<file path="src/rtl/dspace_pkg.sv">
package dspace_pkg;
    // Target classes; the first four index the select vector
    typedef enum logic [2:0] {
        TGT_REGS  = 3'd0,
        TGT_STDIO = 3'd1,
        TGT_EXTIO = 3'd2,
        TGT_SRAM  = 3'd3,
        TGT_XMEM  = 3'd4
    } tgt_e;

    localparam int SEL_N = 4;

    typedef enum logic {
        PH_IDLE = 1'b0,
        PH_BUS  = 1'b1
    } phase_e;
endpackage

</file>
<file path="src/rtl/dspace_region_dec.sv">
module dspace_region_dec
    import dspace_pkg::*;
#(
    parameter int ADDR_W      = 16,
    parameter int REGS_BYTES  = 32,
    parameter int STDIO_BYTES = 64,
    parameter int EXTIO_BYTES = 160,
    parameter int SRAM_FULL   = 4096,
    parameter int SRAM_RED    = 4000
) (
    input  logic [ADDR_W-1:0] addr,
    input  logic              reduced,
    output tgt_e              tgt
);
    localparam int unsigned STDIO_LO  = REGS_BYTES;
    localparam int unsigned EXTIO_LO  = STDIO_LO + STDIO_BYTES;
    localparam int unsigned SRAM_LO_F = EXTIO_LO + EXTIO_BYTES;
    localparam int unsigned XMEM_LO_F = SRAM_LO_F + SRAM_FULL;
    localparam int unsigned XMEM_LO_R = EXTIO_LO + SRAM_RED;

    logic [31:0] a_wide;
    logic [31:0] xmem_lo;

    always_comb begin
        a_wide  = 32'(addr);
        xmem_lo = reduced ? 32'(XMEM_LO_R) : 32'(XMEM_LO_F);
        if (a_wide < 32'(STDIO_LO)) begin
            tgt = TGT_REGS;
        end else if (a_wide < 32'(EXTIO_LO)) begin
            tgt = TGT_STDIO;
        end else if (!reduced && (a_wide < 32'(SRAM_LO_F))) begin
            tgt = TGT_EXTIO;
        end else if (a_wide < xmem_lo) begin
            tgt = TGT_SRAM;
        end else begin
            tgt = TGT_XMEM;
        end
    end
endmodule

</file>
<file path="src/rtl/dspace_wait_ctr.sv">
module dspace_wait_ctr #(
    parameter int WS_W = 2
) (
    input  logic            clk,
    input  logic            rst_n,
    input  logic            load,
    input  logic [WS_W-1:0] load_val,
    input  logic            step,
    output logic            at_zero
);
    logic [WS_W-1:0] cnt_d, cnt_q;

    always_comb begin
        cnt_d = cnt_q;
        if (load) begin
            cnt_d = load_val;
        end else if (step && (cnt_q != '0)) begin
            cnt_d = cnt_q - 1'b1;
        end
    end

    always_ff @(posedge clk) begin
        if (!rst_n) begin
            cnt_q <= '0;
        end else begin
            cnt_q <= cnt_d;
        end
    end

    assign at_zero = (cnt_q == '0);
endmodule

</file>
<file path="src/rtl/dspace_router.sv">
module dspace_router
    import dspace_pkg::*;
#(
    parameter int ADDR_W      = 16,
    parameter int DATA_W      = 8,
    parameter int WS_W        = 2,
    parameter int REGS_BYTES  = 32,
    parameter int STDIO_BYTES = 64,
    parameter int EXTIO_BYTES = 160,
    parameter int SRAM_FULL   = 4096,
    parameter int SRAM_RED    = 4000
) (
    input  logic              clk,
    input  logic              rst_n,
    input  logic              req_valid,
    input  logic              req_write,
    input  logic [ADDR_W-1:0] req_addr,
    input  logic [DATA_W-1:0] req_wdata,
    input  logic              compat_mode,
    input  logic              xmem_en,
    input  logic [WS_W-1:0]   wait_cfg,
    output logic              busy,
    output logic              done,
    output logic              err,
    output logic [DATA_W-1:0] rdata,
    output logic              sel_regs,
    output logic              sel_stdio,
    output logic              sel_extio,
    output logic              sel_sram,
    output logic [ADDR_W-1:0] bus_addr,
    output logic [DATA_W-1:0] bus_wdata,
    input  logic [DATA_W-1:0] bus_rdata,
    output logic              bus_rd_n,
    output logic              bus_wr_n
);
    typedef struct packed {
        phase_e            phase;
        logic              is_wr;
        logic              done;
        logic              err;
        logic [DATA_W-1:0] rdata;
        logic [SEL_N-1:0]  sel;
        logic              rd_n;
        logic              wr_n;
        logic [ADDR_W-1:0] addr;
        logic [DATA_W-1:0] wdata;
    } state_t;

    localparam state_t RESET_ST = '{
        phase: PH_IDLE, is_wr: 1'b0, done: 1'b0, err: 1'b0, rdata: '0,
        sel: '0, rd_n: 1'b1, wr_n: 1'b1, addr: '0, wdata: '0
    };

    state_t st_d, st_q;
    tgt_e   tgt;
    logic   accept;
    logic   ctr_load;
    logic   ctr_step;
    logic   ctr_zero;

    dspace_region_dec #(
        .ADDR_W      (ADDR_W),
        .REGS_BYTES  (REGS_BYTES),
        .STDIO_BYTES (STDIO_BYTES),
        .EXTIO_BYTES (EXTIO_BYTES),
        .SRAM_FULL   (SRAM_FULL),
        .SRAM_RED    (SRAM_RED)
    ) u_dec (
        .addr    (req_addr),
        .reduced (compat_mode),
        .tgt     (tgt)
    );

    dspace_wait_ctr #(
        .WS_W (WS_W)
    ) u_wait (
        .clk      (clk),
        .rst_n    (rst_n),
        .load     (ctr_load),
        .load_val (wait_cfg),
        .step     (ctr_step),
        .at_zero  (ctr_zero)
    );

    assign accept = req_valid && (st_q.phase == PH_IDLE);

    always_comb begin
        st_d       = st_q;
        st_d.done  = 1'b0;
        st_d.err   = 1'b0;
        st_d.sel   = '0;
        st_d.rdata = '0;
        ctr_load   = 1'b0;
        ctr_step   = 1'b0;
        unique case (st_q.phase)
            PH_IDLE: begin
                if (accept) begin
                    unique case (tgt)
                        TGT_REGS:  begin st_d.done = 1'b1; st_d.sel[0] = 1'b1; end
                        TGT_STDIO: begin st_d.done = 1'b1; st_d.sel[1] = 1'b1; end
                        TGT_EXTIO: begin st_d.done = 1'b1; st_d.sel[2] = 1'b1; end
                        TGT_SRAM:  begin st_d.done = 1'b1; st_d.sel[3] = 1'b1; end
                        default: begin
                            if (xmem_en) begin
                                st_d.phase = PH_BUS;
                                st_d.is_wr = req_write;
                                st_d.rd_n  = req_write;
                                st_d.wr_n  = !req_write;
                                st_d.addr  = req_addr;
                                st_d.wdata = req_wdata;
                                ctr_load   = 1'b1;
                            end else begin
                                st_d.done = 1'b1;
                                st_d.err  = 1'b1;
                            end
                        end
                    endcase
                end
            end
            PH_BUS: begin
                if (ctr_zero) begin
                    st_d.phase = PH_IDLE;
                    st_d.done  = 1'b1;
                    st_d.rd_n  = 1'b1;
                    st_d.wr_n  = 1'b1;
                    if (!st_q.is_wr) begin
                        st_d.rdata = bus_rdata;
                    end
                end else begin
                    ctr_step = 1'b1;
                end
            end
            default: st_d = RESET_ST;
        endcase
    end

    always_ff @(posedge clk) begin
        if (!rst_n) begin
            st_q <= RESET_ST;
        end else begin
            st_q <= st_d;
        end
    end

    assign busy      = (st_q.phase == PH_BUS);
    assign done      = st_q.done;
    assign err       = st_q.err;
    assign rdata     = st_q.rdata;
    assign sel_regs  = st_q.sel[0];
    assign sel_stdio = st_q.sel[1];
    assign sel_extio = st_q.sel[2];
    assign sel_sram  = st_q.sel[3];
    assign bus_addr  = st_q.addr;
    assign bus_wdata = st_q.wdata;
    assign bus_rd_n  = st_q.rd_n;
    assign bus_wr_n  = st_q.wr_n;
endmodule

</file>
<file path="config.mk">
export PLATFORM = sky130hd
export DESIGN_NAME = dspace_router
export DESIGN_NICKNAME = d
export VERILOG_FILES = /design/src/rtl/dspace_pkg.sv /design/src/rtl/dspace_region_dec.sv /design/src/rtl/dspace_wait_ctr.sv /design/src/rtl/dspace_router.sv
export SDC_FILE = /design/constraint.sdc
export NUM_CORES = 1
export LEC_CHECK = 0
export BUFFER_PORTS_ARGS = -buffer_cell sky130_fd_sc_hd__buf_2
export CAP_MARGIN = 20
export CORE_MARGIN = 2
export CORE_UTILIZATION = 40
export CTS_BUF_LIST = sky130_fd_sc_hd__clkbuf_4 sky130_fd_sc_hd__clkbuf_8 sky130_fd_sc_hd__clkbuf_16
export CTS_CLUSTER_SIZE = 28
export DETAILED_ROUTE_END_ITERATION = 7
export HOLD_SLACK_MARGIN = 0.1
export PLACE_DENSITY_LB_ADDON = 0.2
export SYNTH_ARGS = -nofsm -noshare
export SYNTH_HDL_FRONTEND = slang
export SYNTH_SLANG_ARGS = --single-unit
</file>
<file path="constraint.sdc">
create_clock -name clk -period 2.13 [get_ports clk]
set_clock_uncertainty 0.2 [all_clocks]
set_input_delay 0.426 -clock clk [delete_from_list [all_inputs] [get_ports clk]]
set_output_delay 0.426 -clock clk [all_outputs]
set_load 0.1 [all_outputs]
</file>
==> results of run 1 <==
## cell type report
cell class,count,share of cell area [%]
clock buffers,5,2.86
clock inverters,3,1.77
inverters,5,0.780
multi-input cells,126,32.8
flip-flops and latches,44,36.7
well taps,67,3.48
repair buffers,96,21.6
## worst max-delay path: cells and delay by family (launching register included)
family / cells / cell delay [ns]
compound gates: 2 / 0.34
flops: 1 / 0.38
simple gates: 2 / 0.30
buf+inv: 2 / 0.44
## layout by cell type, fill, tap and decap left out, types with 3 or more instances in the layout
cell type	netlist	routed
sky130_fd_sc_hd__nand2_1	8	8
sky130_fd_sc_hd__a21boi_0	26	26
sky130_fd_sc_hd__and2_1	9	9
sky130_fd_sc_hd__nor2b_1	3	3
sky130_fd_sc_hd__nand3_1	22	22
sky130_fd_sc_hd__clkbuf_8	0	5
sky130_fd_sc_hd__inv_1	5	5
sky130_fd_sc_hd__o21ai_0	30	30
sky130_fd_sc_hd__nor3_1	3	3
sky130_fd_sc_hd__dfxtp_1	44	43
sky130_fd_sc_hd__buf_4	32	16
sky130_fd_sc_hd__buf_2	5	80
## flip-flops by register name (all words and copies together) (netlist names), 2 cells and up
register / count
bus_addr: 16
bus_wdata: 8
rdata: 8
u_wait.cnt_q: 2
## cells by family after synthesis
group                    after synthesis  synth area share (%)
flip-flops                            44                  44.4
AND/OR/NAND/NOR                       55                  15.8
AO/OA/AOI/OAI                         68                  22.2
adder cells (fa/ha/maj)                1                 0.630
XOR/XNOR                               2                 0.882
buffers and inverters                 52                  16.2
## power groups by stage
stage                     logic (mW)  registers (mW)  clock network (mW)
after floorplan                0.306           0.924                   0
after global placement         0.415           0.890                   0
after detailed placement       0.417           0.891                   0
after CTS                      0.418           0.871               0.655
after global routing           0.439           0.875               0.695
final                          0.415           0.871               0.637
## metal layers
layer	track usage (%)	up-vias	share of wire [%]
met5	0	-	0
met4	6.55	0	1.2
li1	-	850	-
met3	4.34	5	5.9
met2	26.1	54	45
met1	20.9	746	48
## final timing paths
path | startpoint | endpoint | slack [ns] | cells after the start
setup / recovery | busy | bus_wr_n | 0.38 | 6
hold / removal | bus_rdata[1] | rdata[1] | 0.12 | 2
setup reg to reg | busy | bus_wr_n | 0.38 | 6
hold reg to reg | bus_addr[15] | bus_addr[15] | 0.28 | 2
==> impl_metrics.yaml, run 1 <==
clock_network:
  clockBufferDepth: 2
  post_cts_resize_count: 0
  cts_setup_buffers: 0
  clk_transition_reported_paths_ns: 0.09
  htreeDepth: 2
  tritoncts: "built"
  number_of_buffers_created_by_cts: 5
  clock-sinks: 44
  post_cts_hold_buffer_count: 0
  clock_latency_ns: 0.30
  cts-root-buf: "sky130_fd_sc_hd__clkbuf_8"
final_layout:
  area.growth.synth_to_final_pct: 21.2
  multi_input_area_um2: 790
  postLayoutCellArea_um2: 2410
  finish.utilization_pct: 50.6
  antennaDiodeCount: 0
  post_layout_nonfiller_instances: 346
  final_net_count: 319
  final-seq-area_um2: 882
  n_fill_cell: 511
  final_layout_size_suffix_gt1_share_pct: 40.5
placement:
  gp_routability_congestion: 0.794
  cell_total_after_placement: 338
  dpl_worst_slack_ns: 0.151
  placement.cell_area_um2: 2290
  port_buffers: 80
  detailedPlacementHpwl_mm: 3.31
timing:
  setup-tns-final_ns: 0
  grt_setup_unrepaired: "false"
  hold_ws_ns: 0.120
  finalCritPeriodShare_pct: 82.4
  actual_transition_at_the_worst_max_transition_pin_ns: 0.502
  headroom_to_the_max_slew_limit_pct: 66.8
  hold_violations: 0
  layout_min_cycle_time_ns: 1.75
  final_setup_violation_count: 0
  fin_ws_ns: 0.375
  timing_max_transition_violations_final: 0
  timing.fmax_mhz: 570
pwr:
  post-layout-total-power_mw: 1.92
  switching_power_mw: 0.619
  cell_internal_pwr_mw: 1.30
  power.share.switching_pct: 32.2
  static-leakage-power_nw: 1.07
  power_density_nw_per_um2: 799
  share_clk_of_total_power_pct: 33.1
  vdd_ir_drop_max_v: 0.000428
  pwr-share-comb_pct: 21.6
  seqPwrFrac_pct: 45.3
grt:
  groute.usage.overall_pct: 16.3
  grt_pass1_wl_mm: 6.80
  vias_in_the_first_global_route: 1464
  antenna_found_initial: 0
  gr-total-overflow: 0
  grt_start_max_net_pins: 22
run_status:
  status: "finished, final reports clean"
logic_synthesis:
  number_of_standard_cells_after_synthesis: 222
  synth_sequential_area_ratio_pct: 44.4
  main_flop_type_after_synthesis: "sky130_fd_sc_hd__dfxtp_1"
  ys_seq_elements: 44
  synth.net_count: 263
  edff_count_synth: 0
  netlist.top_cell.by_area: "sky130_fd_sc_hd__dfxtp_1"
  yosysUniqueCellTypes: 31
  ys.warnings.count: 0
  synthesis.area_um2: 1990
  synth_top_area_share_pct: 44.4
  postSynth.asyncResetShare_pct: 0
  yosys-top-cells-count: "sky130_fd_sc_hd__dfxtp_1, sky130_fd_sc_hd__buf_4, sky130_fd_sc_hd__o21ai_0"
  syn_avg_cell_area_um2: 8.94
  yosys.cell_count.top_type: "sky130_fd_sc_hd__dfxtp_1"
  synth_top_cells_by_area: "sky130_fd_sc_hd__dfxtp_1, sky130_fd_sc_hd__buf_4, sky130_fd_sc_hd__a21boi_0"
die:
  fp.dieArea_um2: 5540
  initial_utilization_pct: 41.8
  num_io_pins: 81
  num_rows: 25
  fp.dieH_um: 74.5
  die_w_um: 74.5
  design.core.area_um2: 4750
detailed_routing:
  detail_route.wl_per_cell_um: 12.9
  drt_drc_violations_left: 0
  num_vias: 1655
  detail_route.first_pass.iterations: 4
  drt_wl_total_mm: 4.48
  vias_per_cell: 4.78
  antenna_violating_nets_post_route: 0
  dr.first_iter.drc_count: 83
setup_path:
  cell_occurring_most_often_along_the_worst_timing_path: "sky130_fd_sc_hd__buf_4"
  timing.critical_path.required_ns: 2.13
  timing.critical_path.slowest_cell_delay_ns: 0.38
  worstSetupPathType: "flop to flop"
  timing.critical_path.cells: "nor2b_1 -> buf_4 -> nand2_1 -> buf_4 -> o21ai_0 -> a21bo_2"
  worst_path_arrival_time_ns: 1.75
  path_max_fanout: 21
  start_kind: "flop"
  end_kind: "flop"
  critical-path-slowest-cell: "sky130_fd_sc_hd__dfxtp_2"
hold_path:
  path_class_of_the_lowest_slack_min_delay_path: "input pin to flop"
job:
  maxCapViolCount: 0
No activity file was read; power rests on OpenSTA's default activity.
==> run 2: changes to the inputs <==
ABC_AREA = 1   (was unset)
clock period = 1.4 ns   (was 2.13 ns; I/O delays follow)
==> impl_metrics.yaml, run 2 <==
run_status:
  status: "complete, but fails checks"
  violations_in_the_final_reports: "setup timing"
die:
  fp.dieH_um: 75.8
  num_io_pins: 81
  design.core.area_um2: 5040
  fp.dieArea_um2: 5740
  initial_utilization_pct: 40.9
  num_rows: 26
  die_w_um: 75.8
final_layout:
  largest_register_ffs: 16
  commonest_non_fill_non_tap_cell_in_the_layout: "sky130_fd_sc_hd__buf_12"
  area.growth.synth_to_final_pct: 87.0
  n_fill_cell: 343
  antennaDiodeCount: 0
  final_layout_size_suffix_gt1_share_pct: 54.7
  layout_common_cells: "sky130_fd_sc_hd__buf_12, sky130_fd_sc_hd__buf_2, sky130_fd_sc_hd__nand2_1"
  final_net_count: 404
pwr:
  power_density_nw_per_um2: 927
  vdd_ir_drop_max_v: 0.000505
  post-layout-total-power_mw: 3.57
  static-leakage-power_nw: 1.65
logic_synthesis:
  synthesis.area_um2: 2060
  yosysUniqueCellTypes: 29
  synth.net_count: 291
  synth_sequential_area_ratio_pct: 42.7
  main_flop_type_after_synthesis: "sky130_fd_sc_hd__dfxtp_1"
  syn_avg_cell_area_um2: 8.24
  synth_top_cells_by_area: "sky130_fd_sc_hd__dfxtp_1, sky130_fd_sc_hd__buf_4, sky130_fd_sc_hd__nand2_1"
  synth_top_area_share_pct: 42.7
  yosys-top-cells-count: "sky130_fd_sc_hd__dfxtp_1, sky130_fd_sc_hd__nand2_1, sky130_fd_sc_hd__buf_4"
  edff_count_synth: 0
  postSynth.asyncResetShare_pct: 0
  ys.warnings.count: 0
  netlist.top_cell.by_area: "sky130_fd_sc_hd__dfxtp_1"
  number_of_standard_cells_after_synthesis: 250
  ys_seq_elements: 44
clock_network:
  number_of_buffers_created_by_cts: 5
  clk_transition_reported_paths_ns: 0.09
  tritoncts: "built"
  htreeDepth: 2
  clockBufferDepth: 2
  cts-root-buf: "sky130_fd_sc_hd__clkbuf_8"
  clock_latency_ns: 0.30
  clock-sinks: 44
timing:
  headroom_to_the_max_slew_limit_pct: 81.4
  finalCritPeriodShare_pct: 105
  hold_violations: 0
  timing.fmax_mhz: 679
  final_setup_violation_count: 3
  actual_transition_at_the_worst_max_transition_pin_ns: 0.279
  fin_ws_ns: -0.0718
  layout_min_cycle_time_ns: 1.47
  hold_ws_ns: 0.111
  grt_setup_unrepaired: "true"
  timing_max_transition_violations_final: 0
placement:
  gp_routability_congestion: 0.833
  port_buffers: 80
  detailedPlacementHpwl_mm: 3.61
job:
  maxCapViolCount: 0
grt:
  vias_in_the_first_global_route: 1914
  grt_pass1_wl_mm: 8.62
  groute.usage.overall_pct: 20.0
  grt_start_max_net_pins: 29
  antenna_found_initial: 0
  gr-total-overflow: 0
setup_path:
  worstSetupPathType: "flop to flop"
  worst_path_arrival_time_ns: 1.51
  end_kind: "flop"
  start_kind: "flop"
  path_max_fanout: 3
  timing.critical_path.required_ns: 1.44
hold_path:
  path_class_of_the_lowest_slack_min_delay_path: "input pin to flop"
detailed_routing:
  drt_drc_violations_left: 0
  vias_per_cell: 4.68
  drt_wl_total_mm: 6.25
  dr.first_iter.drc_count: 58
  antenna_violating_nets_post_route: 0
  detail_route.wl_per_cell_um: 14.4
  detail_route.first_pass.iterations: 4
  num_vias: 2030
run 2: changes by cell type in the layout (fill, tap and decap cells not counted), moves of 14 or more:
cell                            previous run  this run
sky130_fd_sc_hd__a21oi_2                   0        14
sky130_fd_sc_hd__nand2_1                   8        35
sky130_fd_sc_hd__buf_2                    80        39
sky130_fd_sc_hd__buf_12                    0        45
sky130_fd_sc_hd__nand3_2                   0        19
sky130_fd_sc_hd__a21boi_0                 26         0
sky130_fd_sc_hd__dlygate4sd3_1             0        31
sky130_fd_sc_hd__o21ai_0                  30         0
run 2: critical path, stage by stage (launching register included):
cell and delay, ns:
sky130_fd_sc_hd__dfxtp_2 0.34, sky130_fd_sc_hd__inv_2 0.04, sky130_fd_sc_hd__ha_4 0.16, sky130_fd_sc_hd__inv_2 0.05, sky130_fd_sc_hd__nand2_2 0.06, sky130_fd_sc_hd__or2_2 0.28, sky130_fd_sc_hd__nand2_1 0.07, sky130_fd_sc_hd__nand2_1 0.08
sky130_fd_sc_hd__a21oi_2 0.13
run 2: report_power, final:
part	switching, mW	internal [mW]
clock network	0.447	0.630
registers	0.0564	1.31
logic	0.647	0.482
run 2: layout make-up:
class	count	area [um2]	area share, %
clock buffers	7	96.3	2.50
clock inverters	1	30.0	0.779
inverters	24	97.6	2.53
multi-input cells	141	928	24.1
flip-flops and latches	44	896	23.2
well taps	70	87.6	2.27
repair buffers	147	1720	44.6
run 2: repair_timing:
| item | CTS | global route |
|---|---|---|
| hold buffers | 31 | 0 |
| hold endpoints to repair | 33 | 0 |
| gates cloned | 0 | 5 |
| pin swaps | 0 | 19 |
| setup endpoints to repair | 7 | 44 |
| setup buffers | 2 | 5 |
| resized for setup | 3 | 50 |
run 2: through the flow:
step | cells | area (um2) | setup TNS [ns] | setup slack [ns] | utilization [%]
after global routing | 434 | 3850 | -0.813 | -0.124 | 76.4
final | 434 | 3850 | -0.123 | -0.0718 | 76.4
after global placement | 384 | 3110 | -5.53 | -0.198 | 61.6
after floorplan | 250 | 2100 | -0.508 | -0.0316 | -
after detailed placement | 384 | 3110 | -6.44 | -0.217 | 61.6
after CTS | 425 | 3570 | -0.0341 | -0.0188 | 70.7
run 2: per-layer routing:
metal | vias to the layer above | global-route usage (%) | part of all wire, %
li1 | 994 | - | -
met1 | 957 | 24.9 | 42
met2 | 67 | 33.5 | 52
met3 | 12 | 4.63 | 4.5
met4 | 0 | 7.41 | 1.7
met5 | - | 0 | 0
run 2: kinds of logic (layout without fill, tap and decap cells):
group	Yosys count	count (layout)	share of synthesized area (%)
adders and majority gates	1	1	0.607
DFF	44	44	42.7
and+or+nand+nor	107	108	26.8
xor gates and xnor gates	1	1	0.425
AOI/OAI and AO/OA	31	31	9.05
buffers and inverters	66	179	20.3
run 2: worst paths after layout:
check / cells past startpoint / slack, ns / endpoint / start
hold / removal: 3 / 0.11 / bus_rd_n / rst_n
hold reg to reg: 2 / 0.29 / bus_addr[6] / bus_addr[6]
setup reg to reg: 8 / -0.07 / u_wait.cnt_q[1] / u_wait.cnt_q[1]
setup / recovery: 8 / -0.07 / u_wait.cnt_q[1] / u_wait.cnt_q[1]
==> run 3: changes to the inputs <==
MAX_ROUTING_LAYER = met4   (was unset)
TNS_END_PERCENT = 20   (was unset)
==> impl_metrics.yaml, run 3 (synthesis results as in run 2) <==
run_status:
  violations_in_the_final_reports: "setup timing"
  status: "complete, but fails checks"
clock_network:
  number_of_buffers_created_by_cts: 5
  tritoncts: "built"
  cts-root-buf: "sky130_fd_sc_hd__clkbuf_8"
  clk_transition_reported_paths_ns: 0.08
  clockBufferDepth: 2
  htreeDepth: 2
  clock_latency_ns: 0.30
  clock-sinks: 44
setup_path:
  timing.critical_path.cells: "buf_6 -> buf_12"
  timing.critical_path.slowest_cell_delay_ns: 0.36
  end_kind: "output port"
  path_max_fanout: 4
  critical-path-slowest-cell: "sky130_fd_sc_hd__dfxtp_4"
  timing.critical_path.required_ns: 0.92
  start_kind: "flop"
  worstSetupPathType: "flop to output port"
  cell_class_contributing_the_biggest_share_of_worst_path_delay: "flip-flops"
  worst_path_arrival_time_ns: 0.94
  ff2ff_setup_slack_ns: 0.01
  critical_path_buf_inv_count: 2
detailed_routing:
  vias_per_cell: 4.51
  drt_wl_total_mm: 5.42
  detail_route.wl_per_cell_um: 12.8
  detail_route.first_pass.iterations: 4
  num_vias: 1914
  dr.first_iter.drc_count: 73
  drt_drc_violations_left: 0
  antenna_violating_nets_post_route: 0
timing:
  timing_max_transition_violations_final: 0
  grt_setup_unrepaired: "true"
  final_setup_violation_count: 1
  hold_ws_ns: 0.118
  layout_min_cycle_time_ns: 1.42
  finalCritPeriodShare_pct: 101
  headroom_to_the_max_slew_limit_pct: 80.6
  hold_violations: 0
  actual_transition_at_the_worst_max_transition_pin_ns: 0.291
  timing.fmax_mhz: 707
  fin_ws_ns: -0.0152
pwr:
  post-layout-total-power_mw: 3.46
  vdd_ir_drop_max_v: 0.000688
  static-leakage-power_nw: 1.55
  power_density_nw_per_um2: 959
die:
  fp.dieH_um: 75.8
  num_io_pins: 81
  design.core.area_um2: 5040
  fp.dieArea_um2: 5740
  num_rows: 26
  initial_utilization_pct: 40.9
  die_w_um: 75.8
final_layout:
  post_layout_nonfiller_instances: 424
  final_net_count: 394
  antennaDiodeCount: 0
  postLayoutCellArea_um2: 3610
  layout_common_cells: "sky130_fd_sc_hd__buf_12, sky130_fd_sc_hd__nand2_1, sky130_fd_sc_hd__buf_2"
  final_layout_size_suffix_gt1_share_pct: 46.0
  commonest_non_fill_non_tap_cell_in_the_layout: "sky130_fd_sc_hd__buf_12"
  n_fill_cell: 366
  area.growth.synth_to_final_pct: 75.3
  largest_register_ffs: 16
placement:
  port_buffers: 80
  cell_total_after_placement: 383
  placement.cell_area_um2: 3090
  gp_routability_congestion: 0.769
  detailedPlacementHpwl_mm: 3.58
job:
  maxCapViolCount: 0
grt:
  gr-total-overflow: 0
  groute.usage.overall_pct: 19.9
  grt_start_max_net_pins: 22
  vias_in_the_first_global_route: 1985
  antenna_found_initial: 0
  grt_pass1_wl_mm: 8.40
hold_path:
  path_class_of_the_lowest_slack_min_delay_path: "input pin to flop"
==> run 3: what timing repair did <==
item,in CTS,in global routing
hold endpoints to repair,34,0
gates resized for setup,10,13
endpoints found under the setup margin,13,32
pin swaps,3,6
setup buffers,0,0
hold buffers,33,0
==> run 3: cell type report <==
| type | instances | area, um2 | share of cell area [%] |
|---|---|---|---|
| Clock buffer | 7 | 96.3 | 2.67 |
| Multi-Input combinational cell | 140 | 826 | 22.9 |
| Tap cell | 70 | 87.6 | 2.42 |
| Timing Repair Buffer | 138 | 1580 | 43.7 |
| Inverter | 24 | 97.6 | 2.70 |
| Clock inverter | 1 | 30.0 | 0.831 |
| Sequential cell | 44 | 896 | 24.8 |
==> run 3: stage by stage <==
stage | utilization (%) | worst slack [ns] | TNS [ns]
2_1_floorplan | - | -0.0316 | -0.716
3_3_place_gp | 61.2 | -0.161 | -4.94
3_5_place_dp | 61.2 | -0.228 | -6.05
4_1_cts | 70.8 | -0.0266 | -0.0266
5_1_grt | 71.6 | -0.0583 | -0.229
6_report | 71.6 | -0.0152 | -0.0152
==> run 3: tightest hold or removal path, delay by kind of cell <==
family                 cells  cell delay (ns)
buffers and inverters      1             0.10
AND/OR/NAND/NOR            3             0.20
==> run 3: report_power, final <==
part,switching [mW],internal [mW],total (mW)
logic,0.600,0.428,1.03
registers,0.0553,1.31,1.36
clock network,0.442,0.630,1.07
==> run 3: final timing paths <==
check,from,to,cells past startpoint
min reg2reg,st_q[40],st_q[40],2
min,req_addr[7],sel_regs,4
max,busy,busy,2
max reg2reg,u_wait.cnt_q[0],u_wait.cnt_q[0],9
==> run 3: per-layer routing <==
metal  wire length (um)  vias to the layer above  global-route usage (%)
li1                   -                      971                       -
met1               2300                      878                    22.9
met2               2820                       56                    33.3
met3                209                        9                    4.63
met4                 91                        0                    7.60
met5                  0                        -                       -
